--- config.mk ---
export PLATFORM = sky130hd
export DESIGN_NAME = pgate_csr
export DESIGN_NICKNAME = d
export VERILOG_FILES = /design/src/rtl/pgate_csr_pkg.sv /design/src/rtl/pgate_csr_wmerge.sv /design/src/rtl/pgate_rail_seq.sv /design/src/rtl/pgate_csr.sv
export SDC_FILE = /design/constraint.sdc
export NUM_CORES = 1
export LEC_CHECK = 0
export BUFFER_PORTS_ARGS = -buffer_cell sky130_fd_sc_hd__buf_2
export CAP_MARGIN = 10
export CORE_UTILIZATION = 45
export DETAILED_ROUTE_END_ITERATION = 8
export PLACE_DENSITY = 0.85
export SYNTH_ARGS = -nofsm -noshare
export SYNTH_HDL_FRONTEND = slang
export SYNTH_SLANG_ARGS = --single-unit
--- constraint.sdc ---
create_clock -name clk -period 4.5 [get_ports clk]
set_input_delay 0.45 -clock clk [delete_from_list [all_inputs] [get_ports clk]]
set_output_delay 0.45 -clock clk [all_outputs]
set_load 0.01 [all_outputs]
--- src/rtl/pgate_csr_pkg.sv ---
package pgate_csr_pkg;
    localparam int REG_W  = 64;
    localparam int CTRL_W = 9;
    localparam int CODE_W = 4;

    typedef enum logic [1:0] {
        WR_REPLACE = 2'd0,
        WR_CLEAR   = 2'd1,
        WR_SET     = 2'd2,
        WR_NONE    = 2'd3
    } wr_alias_e;

    localparam logic [1:0] FC_NOP = 2'd0;
    localparam logic [1:0] FC_OFF = 2'd1;
    localparam logic [1:0] FC_RSV = 2'd2;
    localparam logic [1:0] FC_ON  = 2'd3;

    localparam logic [CODE_W-1:0] CODE_IDLE     = 4'h8;
    localparam logic [CODE_W-1:0] CODE_RAMP_ON  = 4'h4;
    localparam logic [CODE_W-1:0] CODE_RAMP_OFF = 4'h2;
endpackage

--- src/rtl/pgate_csr_wmerge.sv ---
module pgate_csr_wmerge
    import pgate_csr_pkg::*;
#(
    parameter int W = CTRL_W
) (
    input  logic         clk,
    input  logic         rst_n,
    input  logic         wr_en,
    input  logic [1:0]   wr_alias,
    input  logic [W-1:0] wr_bits,
    output logic [W-1:0] ctrl_q
);
    logic [W-1:0] ctrl_d;
    wr_alias_e    alias_sel;

    assign alias_sel = wr_alias_e'(wr_alias);

    always_comb begin
        ctrl_d = ctrl_q;
        if (wr_en) begin
            unique case (alias_sel)
                WR_REPLACE: ctrl_d = wr_bits;
                WR_CLEAR:   ctrl_d = ctrl_q & ~wr_bits;
                WR_SET:     ctrl_d = ctrl_q | wr_bits;
                WR_NONE:    ctrl_d = ctrl_q;
            endcase
        end
    end

    always_ff @(posedge clk) begin
        if (!rst_n) ctrl_q <= '0;
        else        ctrl_q <= ctrl_d;
    end

    // the clear alias never raises a bit
    a_r3_clear_no_rise: assert property (@(posedge clk) disable iff (!rst_n)
        (wr_en && wr_alias == WR_CLEAR) |=> ((ctrl_q & ~$past(ctrl_q)) == '0));
    // the set alias never drops a bit
    a_r4_set_no_fall: assert property (@(posedge clk) disable iff (!rst_n)
        (wr_en && wr_alias == WR_SET) |=> (($past(ctrl_q) & ~ctrl_q) == '0));
    // the idle alias leaves the register alone
    a_r4_none_stable: assert property (@(posedge clk) disable iff (!rst_n)
        (wr_en && wr_alias == WR_NONE) |=> $stable(ctrl_q));
endmodule

--- src/rtl/pgate_rail_seq.sv ---
module pgate_rail_seq
    import pgate_csr_pkg::*;
#(
    parameter int DELAY = 8,
    parameter int SEL_W = 4
) (
    input  logic              clk,
    input  logic              rst_n,
    input  logic [1:0]        cmd,
    output logic [CODE_W-1:0] code,
    output logic [SEL_W-1:0]  sel
);
    localparam int CNT_W = $clog2(DELAY + 1);

    typedef enum logic [1:0] {
        S_IDLE     = 2'd0,
        S_RAMP_ON  = 2'd1,
        S_RAMP_OFF = 2'd2
    } seq_state_e;

    seq_state_e       state, state_nx;
    logic [CNT_W-1:0] cnt;
    logic [1:0]       served;
    logic             start_on, start_off, cmd_quiet;

    assign start_on  = (cmd == FC_ON)  && (served != FC_ON);
    assign start_off = (cmd == FC_OFF) && (served != FC_OFF);
    assign cmd_quiet = (cmd == FC_NOP) || (cmd == FC_RSV);

    always_comb begin
        state_nx = state;
        unique case (state)
            S_IDLE: begin
                if (start_on)       state_nx = S_RAMP_ON;
                else if (start_off) state_nx = S_RAMP_OFF;
            end
            S_RAMP_ON, S_RAMP_OFF: begin
                if (cnt == '0) state_nx = S_IDLE;
            end
            default: state_nx = S_IDLE;
        endcase
    end

    always_ff @(posedge clk) begin
        if (!rst_n) begin
            state  <= S_IDLE;
            cnt    <= '0;
            served <= FC_NOP;
            sel    <= '0;
        end else begin
            state <= state_nx;
            if (state == S_IDLE && state_nx != S_IDLE) begin
                cnt    <= CNT_W'(DELAY - 1);
                served <= cmd;
                sel    <= start_on ? '1 : '0;
            end else begin
                if (state != S_IDLE && cnt != '0) cnt <= cnt - 1'b1;
                if (cmd_quiet) served <= FC_NOP;
            end
        end
    end

    always_comb begin
        unique case (state)
            S_RAMP_ON:  code = CODE_RAMP_ON;
            S_RAMP_OFF: code = CODE_RAMP_OFF;
            default:    code = CODE_IDLE;
        endcase
    end

    // checker-side run length, independent of the ramp counter
    logic [CNT_W-1:0] run_len;
    always_ff @(posedge clk) begin
        if (!rst_n)               run_len <= '0;
        else if (code != CODE_IDLE) run_len <= run_len + 1'b1;
        else                      run_len <= '0;
    end

    // a ramp never outlasts DELAY cycles
    a_r7_ramp_bound: assert property (@(posedge clk) disable iff (!rst_n)
        (code != CODE_IDLE) |-> (run_len < CNT_W'(DELAY)));
    // after DELAY ramp cycles the code is idle
    a_r7_ramp_ends: assert property (@(posedge clk) disable iff (!rst_n)
        (code != CODE_IDLE && run_len == CNT_W'(DELAY - 1)) |=> (code == CODE_IDLE));
    // leaving idle needs a force-on or force-off command
    a_r6_start_cause: assert property (@(posedge clk) disable iff (!rst_n)
        ($past(code) == CODE_IDLE && code != CODE_IDLE) |->
            ($past(cmd) == FC_ON || $past(cmd) == FC_OFF));
    // stage select follows the ramp direction
    a_r8_sel_on: assert property (@(posedge clk) disable iff (!rst_n)
        (code == CODE_RAMP_ON) |-> (sel == '1));
    a_r8_sel_off: assert property (@(posedge clk) disable iff (!rst_n)
        (code == CODE_RAMP_OFF) |-> (sel == '0));
endmodule

--- src/rtl/pgate_csr.sv ---
module pgate_csr
    import pgate_csr_pkg::*;
#(
    parameter int DELAY = 8
) (
    input  logic             clk,
    input  logic             rst_n,
    input  logic             wr_en,
    input  logic [1:0]       wr_alias,
    input  logic [REG_W-1:0] wr_data,
    output logic [REG_W-1:0] rd_data
);
    localparam int N_RAIL  = 2;
    localparam int SEL_W   = 4;
    localparam int GAP_W   = 42 - CTRL_W;              // reserved bits 9..41
    localparam int TAIL_W  = REG_W - 42 - N_RAIL * (CODE_W + SEL_W); // bits 58..63
    localparam int CTRL_LO = REG_W - CTRL_W;

    logic [CTRL_W-1:0] ctrl_q;
    logic [1:0]        rail_cmd  [N_RAIL];
    logic [CODE_W-1:0] rail_code [N_RAIL];
    logic [SEL_W-1:0]  rail_sel  [N_RAIL];
    logic              unused_low;

    assign unused_low = ^wr_data[CTRL_LO-1:0];

    pgate_csr_wmerge #(.W(CTRL_W)) u_wmerge (
        .clk      (clk),
        .rst_n    (rst_n),
        .wr_en    (wr_en),
        .wr_alias (wr_alias),
        .wr_bits  (wr_data[REG_W-1:CTRL_LO]),
        .ctrl_q   (ctrl_q)
    );

    // rail r owns MSB-0 bits 2r..2r+1 of the control word
    for (genvar r = 0; r < N_RAIL; r++) begin : g_rail
        assign rail_cmd[r] = ctrl_q[CTRL_W-1-2*r -: 2];
        pgate_rail_seq #(.DELAY(DELAY), .SEL_W(SEL_W)) u_seq (
            .clk   (clk),
            .rst_n (rst_n),
            .cmd   (rail_cmd[r]),
            .code  (rail_code[r]),
            .sel   (rail_sel[r])
        );
    end

    assign rd_data = {ctrl_q, {GAP_W{1'b0}},
                      rail_code[0], rail_sel[0],
                      rail_code[1], rail_sel[1],
                      {TAIL_W{1'b0}}};

    // a write never moves the status fields by itself
    a_r5_status_write_blind: assert property (@(posedge clk) disable iff (!rst_n)
        (wr_en && rail_code[0] != CODE_IDLE && rail_code[1] != CODE_IDLE)
            |=> ($past(rd_data[21:6]) == rd_data[21:6]) || $changed(rail_code[0]) || $changed(rail_code[1]));
    // both rails start together when one write commands both from idle
    a_r10_joint_start: assert property (@(posedge clk) disable iff (!rst_n)
        ($past(rail_code[0]) == CODE_IDLE && rail_code[0] == CODE_RAMP_ON &&
         $past(rail_code[1]) == CODE_IDLE && $past(rail_cmd[1]) == FC_ON && $past(rail_cmd[0]) == FC_ON &&
         $past(rail_sel[1]) == '0) |-> (rail_code[1] == CODE_RAMP_ON));
endmodule

==> results.txt, run 1 <==
final worst-path cycle share -> 44.9%
# DRC -> 0
htree depth -> 1
Data arrival, critical path -> 2.23 ns
WL/cell -> 9.77 um
cell breakdown of the critical path -> inv_1, ha_1, inv_1, nor2_1, nand2_1, a311oi_2, mux2i_1
worst hold path startpoint -> g_rail[0].u_seq.served[1]
Post-Route WL -> 3050 um
TritonCTS sink count -> 27
DP Area -> 1970 um^2
clock network power share -> 25.1%
critical path launch point type -> register
Yosys top cell by area -> dfxtp_1
# port buffers -> 36
Yosys warning total -> 0
outcome -> finished, final reports clean
clock buffer depth -> 2
P_sw -> 0.178 mW
Reg2Reg Depth -> 7
Critical Path RT -> 4.71 ns
Worst R2R End -> g_rail[0].u_seq.sel[2]
total grt overflow -> 0
Worst setup EP type -> register
Synth Cell Area -> 1970 um^2
initial antenna violation count -> 0
Hold Buf Count CTS -> 0
slowest stage cell on the critical path -> a311oi_2
Hold Slack -> 0.513 ns
Peak supply drop -> 157 uV
Syn Inst Count -> 236
Final setup viols -> 0
DR vias/cell -> 4.69
Clk Latency, worst-skew pair -> 0.27 ns
row count -> 23
post-route cell area -> 2020 um^2
Final Hold Viols -> 0
Sw Ratio -> 31.7%
final HPWL from detailed placement -> 2260 um
Slew headroom -> 33.8%
post-layout min period -> 2.02 ns
share of layout cells above drive strength 1 -> 17.6%
r2r setup slk -> 2.48 ns
number of global-route vias before repair -> 1218
register share of total power -> 48.3%
die area -> 4640 um^2
ANT cells -> 0
post-synthesis register bit count -> 27
Starting DRT DRC Count -> 24
most frequent CP cell -> inv_1
post-CTS resize count -> 0
Die X -> 68.1 um
cell internal pwr -> 0.383 mW
clock-pin transition on the worst setup and hold timing paths -> 0.10 ns
most frequent cells in the layout -> conb_1, buf_2, dfxtp_1
reg2reg start -> g_rail[0].u_seq.state[0]
register area share after synthesis -> 27.5%
CTS tree -> built
Gate power share -> 26.6%
Pre-antenna DRT Iters -> 4
P&R area growth vs syn -> 2.93%
WP buf/inv -> 2
delay-heaviest family, CP -> compound AO/OA/AOI/OAI gates
RSZ-0062 raised after global routing -> false
Max-cap violations -> 0
antenna viol nets, final -> 0
crit-path max cell delay -> 0.59 ns
top post-synthesis cells by area -> dfxtp_1, buf_4, ha_1
Yosys top cell area share -> 27.5%
Hold EP -> g_rail[0].u_seq.served[1]
TritonCTS Buffers -> 3
Power Dens Cells -> 277 nW/um^2
GP Congestion -> 0.811
Final TNS setup -> 0 ns
largest net degree at the start of global routing -> 28
first-pass GRT wire length -> 5020 um
fill count -> 407
Clock Tree Root -> clkbuf_8
most common cell after layout, fill and taps aside -> conb_1
gr usage total -> 14.0%
largest fanout on the critical path -> 7
worst-margin pin slew -> 0.992 ns
worst hold path type -> register to register
Final #Nets -> 345
via count -> 1463
Die Y -> 68.1 um
Initial Utilization -> 48.1%
Pleak -> 1.02 nW
fin. max-slew vios -> 0
core area -> 4090 um^2
Hold Crit Depth -> 2
io pins -> 133
post-CTS setup buffers -> 0
Yosys cell types -> 40
fmax -> 0.495 GHz
WP depth -> 7
WS Path Type -> register to register
Syn Area/Cell -> 8.33 um^2
worst clock skew -> 0.00481 ns
[flip-flops by register name (all words and copies together), names as in the netlist]
name	count
u_wmerge.ctrl_q	9
g_rail.u_seq.cnt	8
g_rail.u_seq.served	4
g_rail.u_seq.state	4
g_rail.u_seq.sel	2
[tightest hold or removal path, cell delays in order, from the launching register on]
cell,delay [ns]
dfxtp_1,0.33
nand3_1,0.08
mux2i_1,0.06
[synthesized netlist by cell type]
| master | number |
|---|---|
| a211oi_1 | 9 |
| a21boi_0 | 2 |
| a21boi_2 | 1 |
| a21o_1 | 1 |
| a21o_2 | 1 |
| a21oi_1 | 17 |
| a311oi_2 | 1 |
| a311oi_4 | 1 |
| a31oi_1 | 1 |
| and2_1 | 1 |
| and3b_1 | 9 |
| buf_1 | 2 |
| buf_4 | 47 |
| clkbuf_1 | 4 |
| conb_1 | 1 |
| dfxtp_1 | 27 |
| dlygate4sd1_1 | 1 |
| ha_1 | 13 |
| inv_1 | 24 |
| mux2i_1 | 3 |
| nand2_1 | 7 |
| nand2_2 | 1 |
| nand2b_1 | 3 |
| nand3_1 | 2 |
| nand3b_1 | 3 |
| nand4_1 | 1 |
| nor2_1 | 9 |
| nor2b_1 | 10 |
| nor3_1 | 3 |
| nor3b_1 | 4 |
| nor4bb_1 | 1 |
| o2111ai_1 | 1 |
| o211a_1 | 2 |
| o21a_1 | 6 |
| o21ai_0 | 10 |
| o22a_1 | 1 |
| o31a_1 | 1 |
| or2b_2 | 1 |
| xnor2_1 | 2 |
| xor2_1 | 2 |
[cell type report]
| class | instances | area [um^2] | area share, % |
|---|---|---|---|
| clock buffer | 3 | 41.3 | 2.04 |
| inverter | 24 | 90.1 | 4.45 |
| multi-input combinational | 171 | 1100 | 54.4 |
| timing repair buffer | 36 | 180 | 8.91 |
| tap | 50 | 62.6 | 3.09 |
| clock inverter | 1 | 7.51 | 0.371 |
| sequential | 27 | 541 | 26.7 |
[metrics by stage]
| stage | std cells | setup WS, ns | total power, mW | utilization (%) |
|---|---|---|---|---|
| after global routing | 312 | 2.32 | 0.601 | 49.5 |
| after floorplan | 276 | 2.74 | 0.418 | - |
| after CTS | 312 | 2.51 | 0.566 | 49.5 |
| after detailed placement | 308 | 2.40 | 0.425 | 48.3 |
| after global placement | 308 | 2.48 | 0.420 | 48.3 |
| final | 312 | 2.48 | 0.561 | 49.5 |
[worst max path at each step]
stage                                         from                        end  slack [ns]
after floorplan           g_rail[0].u_seq.state[0]     g_rail[0].u_seq.sel[2]        2.74
final                     g_rail[0].u_seq.state[0]     g_rail[0].u_seq.sel[2]        2.48
after CTS                 g_rail[0].u_seq.state[0]  g_rail[0].u_seq.served[1]        2.51
after global placement                 wr_alias[0]         u_wmerge.ctrl_q[3]        2.48
after global routing      g_rail[0].u_seq.state[0]     g_rail[0].u_seq.sel[2]        2.32
after detailed placement               wr_alias[0]         u_wmerge.ctrl_q[8]        2.40
[metal layers]
metal | vias up | GRT usage (%) | wire length, um
met5 | - | 0 | 0
met1 | 648 | 17.3 | 1420
met2 | 56 | 23.7 | 1440
met4 | 0 | 6.25 | 44
met3 | 5 | 2.00 | 144
li1 | 754 | - | -
[power groups by stage]
stage	logic, mW	registers, mW	clock network [mW]
final	0.149	0.271	0.141
after global routing	0.170	0.274	0.158
after CTS	0.149	0.271	0.146
after detailed placement	0.148	0.277	0
after global placement	0.144	0.276	0
after floorplan	0.142	0.276	0
[cells by family after synthesis]
logic type	synth area share [%]
muxes	1.53
AOI/OAI and AO/OA	19.5
other	0.191
DFF	27.5
adders and majority gates	8.28
and+or+nand+nor	17.1
xor gates and xnor gates	1.78
buffers and inverters	24.1
Note: power is estimated with default switching activity, not from simulation.
==> inputs of run 2 (changes only) <==
--- a/config.mk
+++ b/config.mk
@@ -5,11 +5,12 @@
 export SDC_FILE = /design/constraint.sdc
 export NUM_CORES = 1
 export LEC_CHECK = 0
+export ABC_AREA = 1
 export BUFFER_PORTS_ARGS = -buffer_cell sky130_fd_sc_hd__buf_2
 export CAP_MARGIN = 10
-export CORE_UTILIZATION = 45
+export CORE_UTILIZATION = 37
 export DETAILED_ROUTE_END_ITERATION = 8
-export PLACE_DENSITY = 0.85
+export PLACE_DENSITY = 0.75
 export SYNTH_ARGS = -nofsm -noshare
 export SYNTH_HDL_FRONTEND = slang
 export SYNTH_SLANG_ARGS = --single-unit
==> constraint.sdc (replaced) <==
create_clock -name clk -period 1.8 [get_ports clk]
set_input_delay 0.18 -clock clk [delete_from_list [all_inputs] [get_ports clk]]
set_output_delay 0.18 -clock clk [all_outputs]
set_load 0.01 [all_outputs]
==> run 2 against run 1 <==
Sequential power rose to 2.5 times the previous value. Clock-buffer cell count rose by 1. Synthesized cell count rose by 18%. Worst hold slack got worse by 0.27 ns. Largest power group unchanged. Flip-flop and latch count did not move. Sequential share of layout area rose by 0.35 points. Maximum frequency rose by 25%.
==> results.txt, run 2 <==
routing usage on met3 -> 2.33% (was 2.00%)
Post-synth EDFFs -> 0 (unchanged)
die area -> 5410 um^2 (was 4640 um^2)
clock buffer depth -> 2 (unchanged)
register share of total power -> 47.6% (was 48.3%)
Sw Ratio -> 33.8% (was 31.7%)
Max-cap violations -> 0 (unchanged)
fmax -> 0.617 GHz (was 0.495 GHz)
io pins -> 133 (unchanged)
antenna viol nets, final -> 0 (unchanged)
GRT Max-Usage Layer -> met2 (unchanged)
clock network power share -> 23.9% (was 25.1%)
Worst setup EP type -> register (unchanged)
post-layout min period -> 1.62 ns (was 2.02 ns)
DP Area -> 1960 um^2 (was 1970 um^2)
number of global-route vias before repair -> 1434 (was 1218)
gr usage total -> 13.2% (was 14.0%)
critical path launch point type -> register (unchanged)
final HPWL from detailed placement -> 2600 um (was 2260 um)
most common cell after layout, fill and taps aside -> nand2_1 (was conb_1)
Yosys warning total -> 0 (unchanged)
row count -> 25 (was 23)
worst-margin pin slew -> 0.519 ns (was 0.992 ns)
top post-synthesis cells by area -> dfxtp_1, buf_4, ha_1 (unchanged)
worst hold path type -> input port to register (was register to register)
final core occ -> 41.6% (was 49.5%)
Synth Cell Area -> 1900 um^2 (was 1970 um^2)
Yosys cell types -> 19 (was 40)
Pleak -> 1.06 nW (was 1.02 nW)
fill count -> 516 (was 407)
ys async rst share -> 0% (unchanged)
total grt overflow -> 0 (unchanged)
slowest stage cell on the critical path -> dfxtp_1 (was a311oi_2)
Multi-input gate area -> 982 um^2 (was 1100 um^2)
DR vias/cell -> 4.32 (was 4.69)
Syn Area/Cell -> 6.79 um^2 (was 8.33 um^2)
Final #Nets -> 393 (was 345)
GP Congestion -> 0.748 (was 0.811)
WS Path Type -> register to register (unchanged)
outcome -> finished, final reports clean (unchanged)
initial antenna violation count -> 0 (unchanged)
Final TNS setup -> 0 ns (unchanged)
htree depth -> 1 (unchanged)
Starting DRT DRC Count -> 33 (was 24)
core area -> 4820 um^2 (was 4090 um^2)
post-route cell area -> 2000 um^2 (was 2020 um^2)
share of layout cells above drive strength 1 -> 17.1% (was 17.6%)
final worst-path cycle share -> 90.1% (was 44.9%)
register area share after synthesis -> 28.5% (was 27.5%)
first-pass GRT wire length -> 5840 um (was 5020 um)
ANT cells -> 0 (unchanged)
Die Y -> 73.6 um (was 68.1 um)
crit-path max cell delay -> 0.42 ns (was 0.59 ns)
Yosys top cell by area -> dfxtp_1 (unchanged)
most frequent cells in the layout -> nand2_1, conb_1, nor2_1 (was conb_1, buf_2, dfxtp_1)
Biggest register -> u_wmerge.ctrl_q (unchanged)
post-synthesis register bit count -> 27 (unchanged)
Slew headroom -> 65.4% (was 33.8%)
leading registers by flop count -> u_wmerge.ctrl_q x9, g_rail.u_seq.cnt x8 (unchanged)
Final setup viols -> 0 (unchanged)
Initial Utilization -> 39.4% (was 48.1%)
top-count cell post-synth -> buf_4 (unchanged)
Main synth FF type -> dfxtp_1 (unchanged)
WP buf/inv -> 2 (unchanged)
top cells by count, synth -> buf_4, nand2_1, nor2_1 (was buf_4, dfxtp_1, inv_1)
met1 Use GR -> 15.9% (was 17.3%)
GR Util met2 -> 24.5% (was 23.7%)
worst clock skew -> 0.00593 ns (was 0.00481 ns)
Final Hold Viols -> 0 (unchanged)
Peak supply drop -> 353 uV (was 157 uV)
Hold Buf Count CTS -> 0 (unchanged)
Power Dens Cells -> 714 nW/um^2 (was 277 nW/um^2)
clock-pin transition on the worst setup and hold timing paths -> 0.09 ns (was 0.10 ns)
P_sw -> 0.483 mW (was 0.178 mW)
TritonCTS Buffers -> 3 (unchanged)
P&R area growth vs syn -> 5.61% (was 2.93%)
dpl ws -> 0.176 ns (was 2.40 ns)
Gate power share -> 28.5% (was 26.6%)
Post-Route WL -> 3320 um (was 3050 um)
Clock Tree Root -> clkbuf_8 (unchanged)
largest fanout on the critical path -> 5 (was 7)
Die X -> 73.6 um (was 68.1 um)
cell breakdown of the critical path -> inv_1, ha_1, nand3_1, o21ai_0, nand2_1, nand2_2, nand2_2, inv_2, nor2_1, nor2_1 (was inv_1, ha_1, inv_1, nor2_1, nand2_1, a311oi_2, mux2i_1)
final total power -> 1.43 mW (was 0.561 mW)
final setup margin -> 0.179 ns (was 2.48 ns)
Syn Inst Count -> 279 (was 236)
largest net degree at the start of global routing -> 17 (was 28)
Data arrival, critical path -> 1.76 ns (was 2.23 ns)
# DRC -> 0 (unchanged)
Yosys top cell area share -> 28.5% (was 27.5%)
WL/cell -> 8.80 um (was 9.77 um)
Clk Latency, worst-skew pair -> 0.27 ns (about the same)
Critical Path RT -> 1.94 ns (was 4.71 ns)
CTS tree -> built (unchanged)
via count -> 1628 (was 1463)
fin. max-slew vios -> 0 (unchanged)
delay-heaviest family, CP -> simple AND/OR/NAND/NOR gates (was compound AO/OA/AOI/OAI gates)
cell internal pwr -> 0.947 mW (was 0.383 mW)
RSZ-0062 raised after global routing -> false (unchanged)
Sequential cell area -> 542 um^2 (was 541 um^2)
# port buffers -> 36 (unchanged)
max FFs per register -> 9 (unchanged)
Pre-antenna DRT Iters -> 4 (unchanged)
TritonCTS sink count -> 27 (unchanged)
[run 2: cell types whose count changed in the layout (fill, tap and decap cells not counted), moves of 10 or more]
| cell | before | now |
|---|---|---|
| nor2_1 | 9 | 39 |
| o21ai_0 | 10 | 21 |
| nand2_1 | 7 | 43 |
| nor2b_1 | 10 | 0 |
| inv_1 | 24 | 36 |
[run 2: cell families (layout without fill, tap and decap cells)]
family                   Yosys count  after routing  share of synthesized area [%]
AND/OR/NAND/NOR                  102            102                           22.1
buffers and inverters             92             83                           27.6
XOR/XNOR                           3              3                           1.39
AO/OA/AOI/OAI                     41             41                           11.6
flip-flops                        27             27                           28.5
other                              1             41                          0.198
adder cells (fa/ha/maj)           13             13                           8.58
[run 2: final timing paths]
path	startpoint	end	slack, ns	depth (start not counted)
worst max-delay path	g_rail[1].u_seq.state[0]	g_rail[1].u_seq.cnt[2]	0.18	10
worst min register to register	g_rail[0].u_seq.served[0]	g_rail[0].u_seq.served[0]	0.51	2
worst max register to register	g_rail[1].u_seq.state[0]	g_rail[1].u_seq.cnt[2]	0.18	10
worst min-delay path	wr_data[57]	u_wmerge.ctrl_q[2]	0.24	5
[run 2: layer usage]
| metal | part of all wire, % | wire length, um |
|---|---|---|
| met2 | 49 | 1640 |
| met1 | 44 | 1480 |
| met3 | 5.7 | 189 |
| met5 | 0 | 0 |
| met4 | 0.48 | 16 |
[run 2: worst register-to-register path, cell delays in order, from the launching register on]
cell and delay [ns]:
dfxtp_1 0.42, inv_1 0.09, ha_1 0.33, nand3_1 0.09, o21ai_0 0.09, nand2_1 0.11
nand2_2 0.07, nand2_2 0.11, inv_2 0.07, nor2_1 0.08, nor2_1 0.04
[run 2: repair_timing]
action / in CTS / in global routing
setup endpoints to repair: 0 / 4
buffers inserted: 0 / 0
resized for setup: 0 / 1
[run 2: final cells by class]
| cell class | count | area share [%] |
|---|---|---|
| Clock buffer | 4 | 2.25 |
| Inverter | 41 | 7.69 |
| Multi-Input combinational cell | 200 | 49.1 |
| Sequential cell | 27 | 27.1 |
| Tap cell | 67 | 4.19 |
| Timing Repair Buffer | 38 | 9.75 |
[run 2: stage by stage]
stage	hold slack, ns	std cells
2_1_floorplan	0.322	319
3_3_place_gp	0.486	373
4_1_cts	0.236	377
6_report	0.243	377
5_1_grt	0.248	377
3_5_place_dp	0.493	373
[run 2: power by group through the flow]
stage               Sequential (mW)  Clock (mW)  Combinational (mW)
detailed placement            0.695           0               0.406
finish                        0.681       0.341               0.407
global route                  0.689       0.383               0.473
CTS                           0.681       0.353               0.409
floorplan                     0.699           0               0.374
global placement              0.693           0               0.397
==> inputs of run 3 (changes only) <==
--- a/config.mk
+++ b/config.mk
@@ -11,6 +11,7 @@
 export CORE_UTILIZATION = 37
 export DETAILED_ROUTE_END_ITERATION = 8
 export PLACE_DENSITY = 0.75
+export REMOVE_ABC_BUFFERS = 1
 export SYNTH_ARGS = -nofsm -noshare
 export SYNTH_HDL_FRONTEND = slang
 export SYNTH_SLANG_ARGS = --single-unit
==> run 3 against run 2 <==
Clock power increased by 4%. Flip-flop and latch count stayed put. Clock-buffer cell count shrank 1. Worst hold slack worse by 0.014 ns. Die area unchanged. Global-route usage is 0.42 points higher. Sequential share of layout area rose by 0.051 points. Register-to-register slack barely moved. Maximum frequency barely moved. First-iteration DRC count up 150%. Clock skew down 0.0024 ns. Highest routed layer unchanged.
==> results.txt, run 3 (same netlist as run 2, synthesis figures left out) <==
most frequent CP cell -> inv_1
Cells after DPL -> 372 (was 373)
htree depth -> 1 (unchanged)
TritonCTS sink count -> 27 (unchanged)
Final TNS setup -> 0 ns (unchanged)
most common cell after layout, fill and taps aside -> nand2_1 (unchanged)
GP Congestion -> 0.784 (was 0.748)
most frequent cells in the layout -> nand2_1, conb_1, nor2_1 (unchanged)
Slew headroom -> 65.8% (was 65.4%)
Power Dens Cells -> 719 nW/um^2 (was 714 nW/um^2)
gr usage total -> 13.6% (was 13.2%)
worst-margin pin slew -> 0.512 ns (was 0.519 ns)
Sw Ratio -> 34.3% (was 33.8%)
cell internal pwr -> 0.943 mW (was 0.947 mW)
Clock Tree Root -> clkbuf_8 (unchanged)
worst clock skew -> 0.00358 ns (was 0.00593 ns)
Pre-antenna DRT Iters -> 4 (unchanged)
post-layout min period -> 1.62 ns (about the same)
worst hold path type -> input port to register (unchanged)
core area -> 4820 um^2 (unchanged)
WS Path Type -> register to register (unchanged)
largest fanout on the critical path -> 5 (unchanged)
Final setup viols -> 0 (unchanged)
die area -> 5410 um^2 (unchanged)
total grt overflow -> 0 (unchanged)
max FFs per register -> 9 (unchanged)
register share of total power -> 47.4% (was 47.6%)
final core occ -> 41.5% (was 41.6%)
leading registers by flop count -> u_wmerge.ctrl_q x9, g_rail.u_seq.cnt x8 (unchanged)
Final Hold Viols -> 0 (unchanged)
DR vias/cell -> 4.21 (was 4.32)
fin. max-slew vios -> 0 (unchanged)
Max-cap violations -> 0 (unchanged)
Critical Path RT -> 2.02 ns (was 1.94 ns)
final total power -> 1.44 mW (was 1.43 mW)
antenna viol nets, final -> 0 (unchanged)
final worst-path cycle share -> 90.1% (about the same)
io pins -> 133 (unchanged)
CTS tree -> built (unchanged)
share of layout cells above drive strength 1 -> 17.2% (was 17.1%)
post-route cell area -> 2000 um^2 (about the same)
Die X -> 73.6 um (unchanged)
Gate power share -> 28.1% (was 28.5%)
P_sw -> 0.493 mW (was 0.483 mW)
Die Y -> 73.6 um (unchanged)
Multi-input gate area -> 982 um^2 (unchanged)
fill count -> 523 (was 516)
cell breakdown of the critical path -> inv_1, ha_1, inv_1, nand2_1, inv_1, nand4_1, a21oi_1, o21ai_0, nor2_1 (was inv_1, ha_1, nand3_1, o21ai_0, nand2_1, nand2_2, nand2_2, inv_2, nor2_1, nor2_1)
via count -> 1584 (was 1628)
largest net degree at the start of global routing -> 17 (unchanged)
crit-path max cell delay -> 0.43 ns (was 0.42 ns)
DP Area -> 1950 um^2 (was 1960 um^2)
slowest stage cell on the critical path -> dfxtp_1 (unchanged)
clock buffer depth -> 2 (unchanged)
P&R area growth vs syn -> 5.41% (was 5.61%)
clock-pin transition on the worst setup and hold timing paths -> 0.10 ns (was 0.09 ns)
ANT cells -> 0 (unchanged)
Worst setup EP type -> register (unchanged)
Final #Nets -> 392 (was 393)
Finished Layout Cells -> 376 (was 377)
Sequential cell area -> 542 um^2 (unchanged)
Peak supply drop -> 488 uV (was 353 uV)
Clk Latency, worst-skew pair -> 0.27 ns (about the same)
first-pass GRT wire length -> 5870 um (was 5840 um)
Starting DRT DRC Count -> 82 (was 33)
Biggest register -> u_wmerge.ctrl_q (unchanged)
critical path launch point type -> register (unchanged)
fmax -> 0.616 GHz (was 0.617 GHz)
initial antenna violation count -> 0 (unchanged)
Pleak -> 1.05 nW (was 1.06 nW)
# DRC -> 0 (unchanged)
row count -> 25 (unchanged)
outcome -> finished, final reports clean (unchanged)
final HPWL from detailed placement -> 2540 um (was 2600 um)
TritonCTS Buffers -> 3 (unchanged)
clock network power share -> 24.6% (was 23.9%)
# port buffers -> 36 (unchanged)
Data arrival, critical path -> 1.84 ns (was 1.76 ns)
WL/cell -> 8.90 um (was 8.80 um)
number of global-route vias before repair -> 1391 (was 1434)
Post-Route WL -> 3350 um (was 3320 um)
RSZ-0062 raised after global routing -> false (unchanged)
Hold Buf Count CTS -> 0 (unchanged)
Initial Utilization -> 39.4% (unchanged)
==> run 3: cell count changes in the layout (fill, tap and decap cells not counted), sizes merged <==
cell,before,now
clkbuf,4,3
clkinvlp,0,1
buf,38,37
==> run 3: layer usage <==
| layer | vias up | routed length, um | GRT usage, % |
|---|---|---|---|
| met5 | - | 0 | 0 |
| met4 | 0 | 31 | 4.49 |
| met3 | 5 | 121 | 1.78 |
| met2 | 40 | 1600 | 24.3 |
| met1 | 702 | 1590 | 16.8 |
| li1 | 837 | - | - |
==> run 3: layout make-up <==
class	instances	area share, %
Sequential cell	27	27.1
Timing Repair Buffer	37	9.39
Multi-Input combinational cell	200	49.2
Tap cell	67	4.20
Clock buffer	3	2.07
Clock inverter	1	0.376
Inverter	41	7.70
==> run 3: repair_timing <==
| item | CTS | global route |
|---|---|---|
| gates resized for setup | 0 | 1 |
| setup buffers | 0 | 0 |
| endpoints found under the setup margin | 0 | 3 |
==> run 3: per-stage QoR <==
stage | hold slack [ns] | setup slack (ns)
after floorplan | 0.300 | 0.335
after global placement | 0.474 | 0.226
after detailed placement | 0.487 | 0.198
after CTS | 0.228 | 0.169
after global routing | 0.239 | 0.0170
final | 0.229 | 0.177
==> run 3: power groups by stage <==
stage | Clock (mW) | Sequential (mW) | Combinational (mW)
4_1_cts | 0.362 | 0.682 | 0.406
3_5_place_dp | 0 | 0.695 | 0.402
2_1_floorplan | 0 | 0.709 | 0.271
6_report | 0.353 | 0.681 | 0.403
5_1_grt | 0.387 | 0.688 | 0.473
3_3_place_gp | 0 | 0.694 | 0.393
==> run 3: path summary, 6_finish.rpt <==
kind                             startpoint                        end  slack (ns)  cells after the start
setup reg to reg   g_rail[1].u_seq.state[0]     g_rail[1].u_seq.cnt[3]        0.18                      9
hold / removal                        wr_en         u_wmerge.ctrl_q[5]        0.23                      3
setup / recovery   g_rail[1].u_seq.state[0]     g_rail[1].u_seq.cnt[3]        0.18                      9
hold reg to reg   g_rail[0].u_seq.served[0]  g_rail[0].u_seq.served[0]        0.51                      2
==> run 3: critical path, delay by kind of cell (launching register included) <==
family	cells	cell delay (ns)
buffers and inverters	3	0.28
flip-flops	1	0.43
adder cells (fa/ha/maj)	1	0.25
AND/OR/NAND/NOR	3	0.31
AO/OA/AOI/OAI	2	0.29
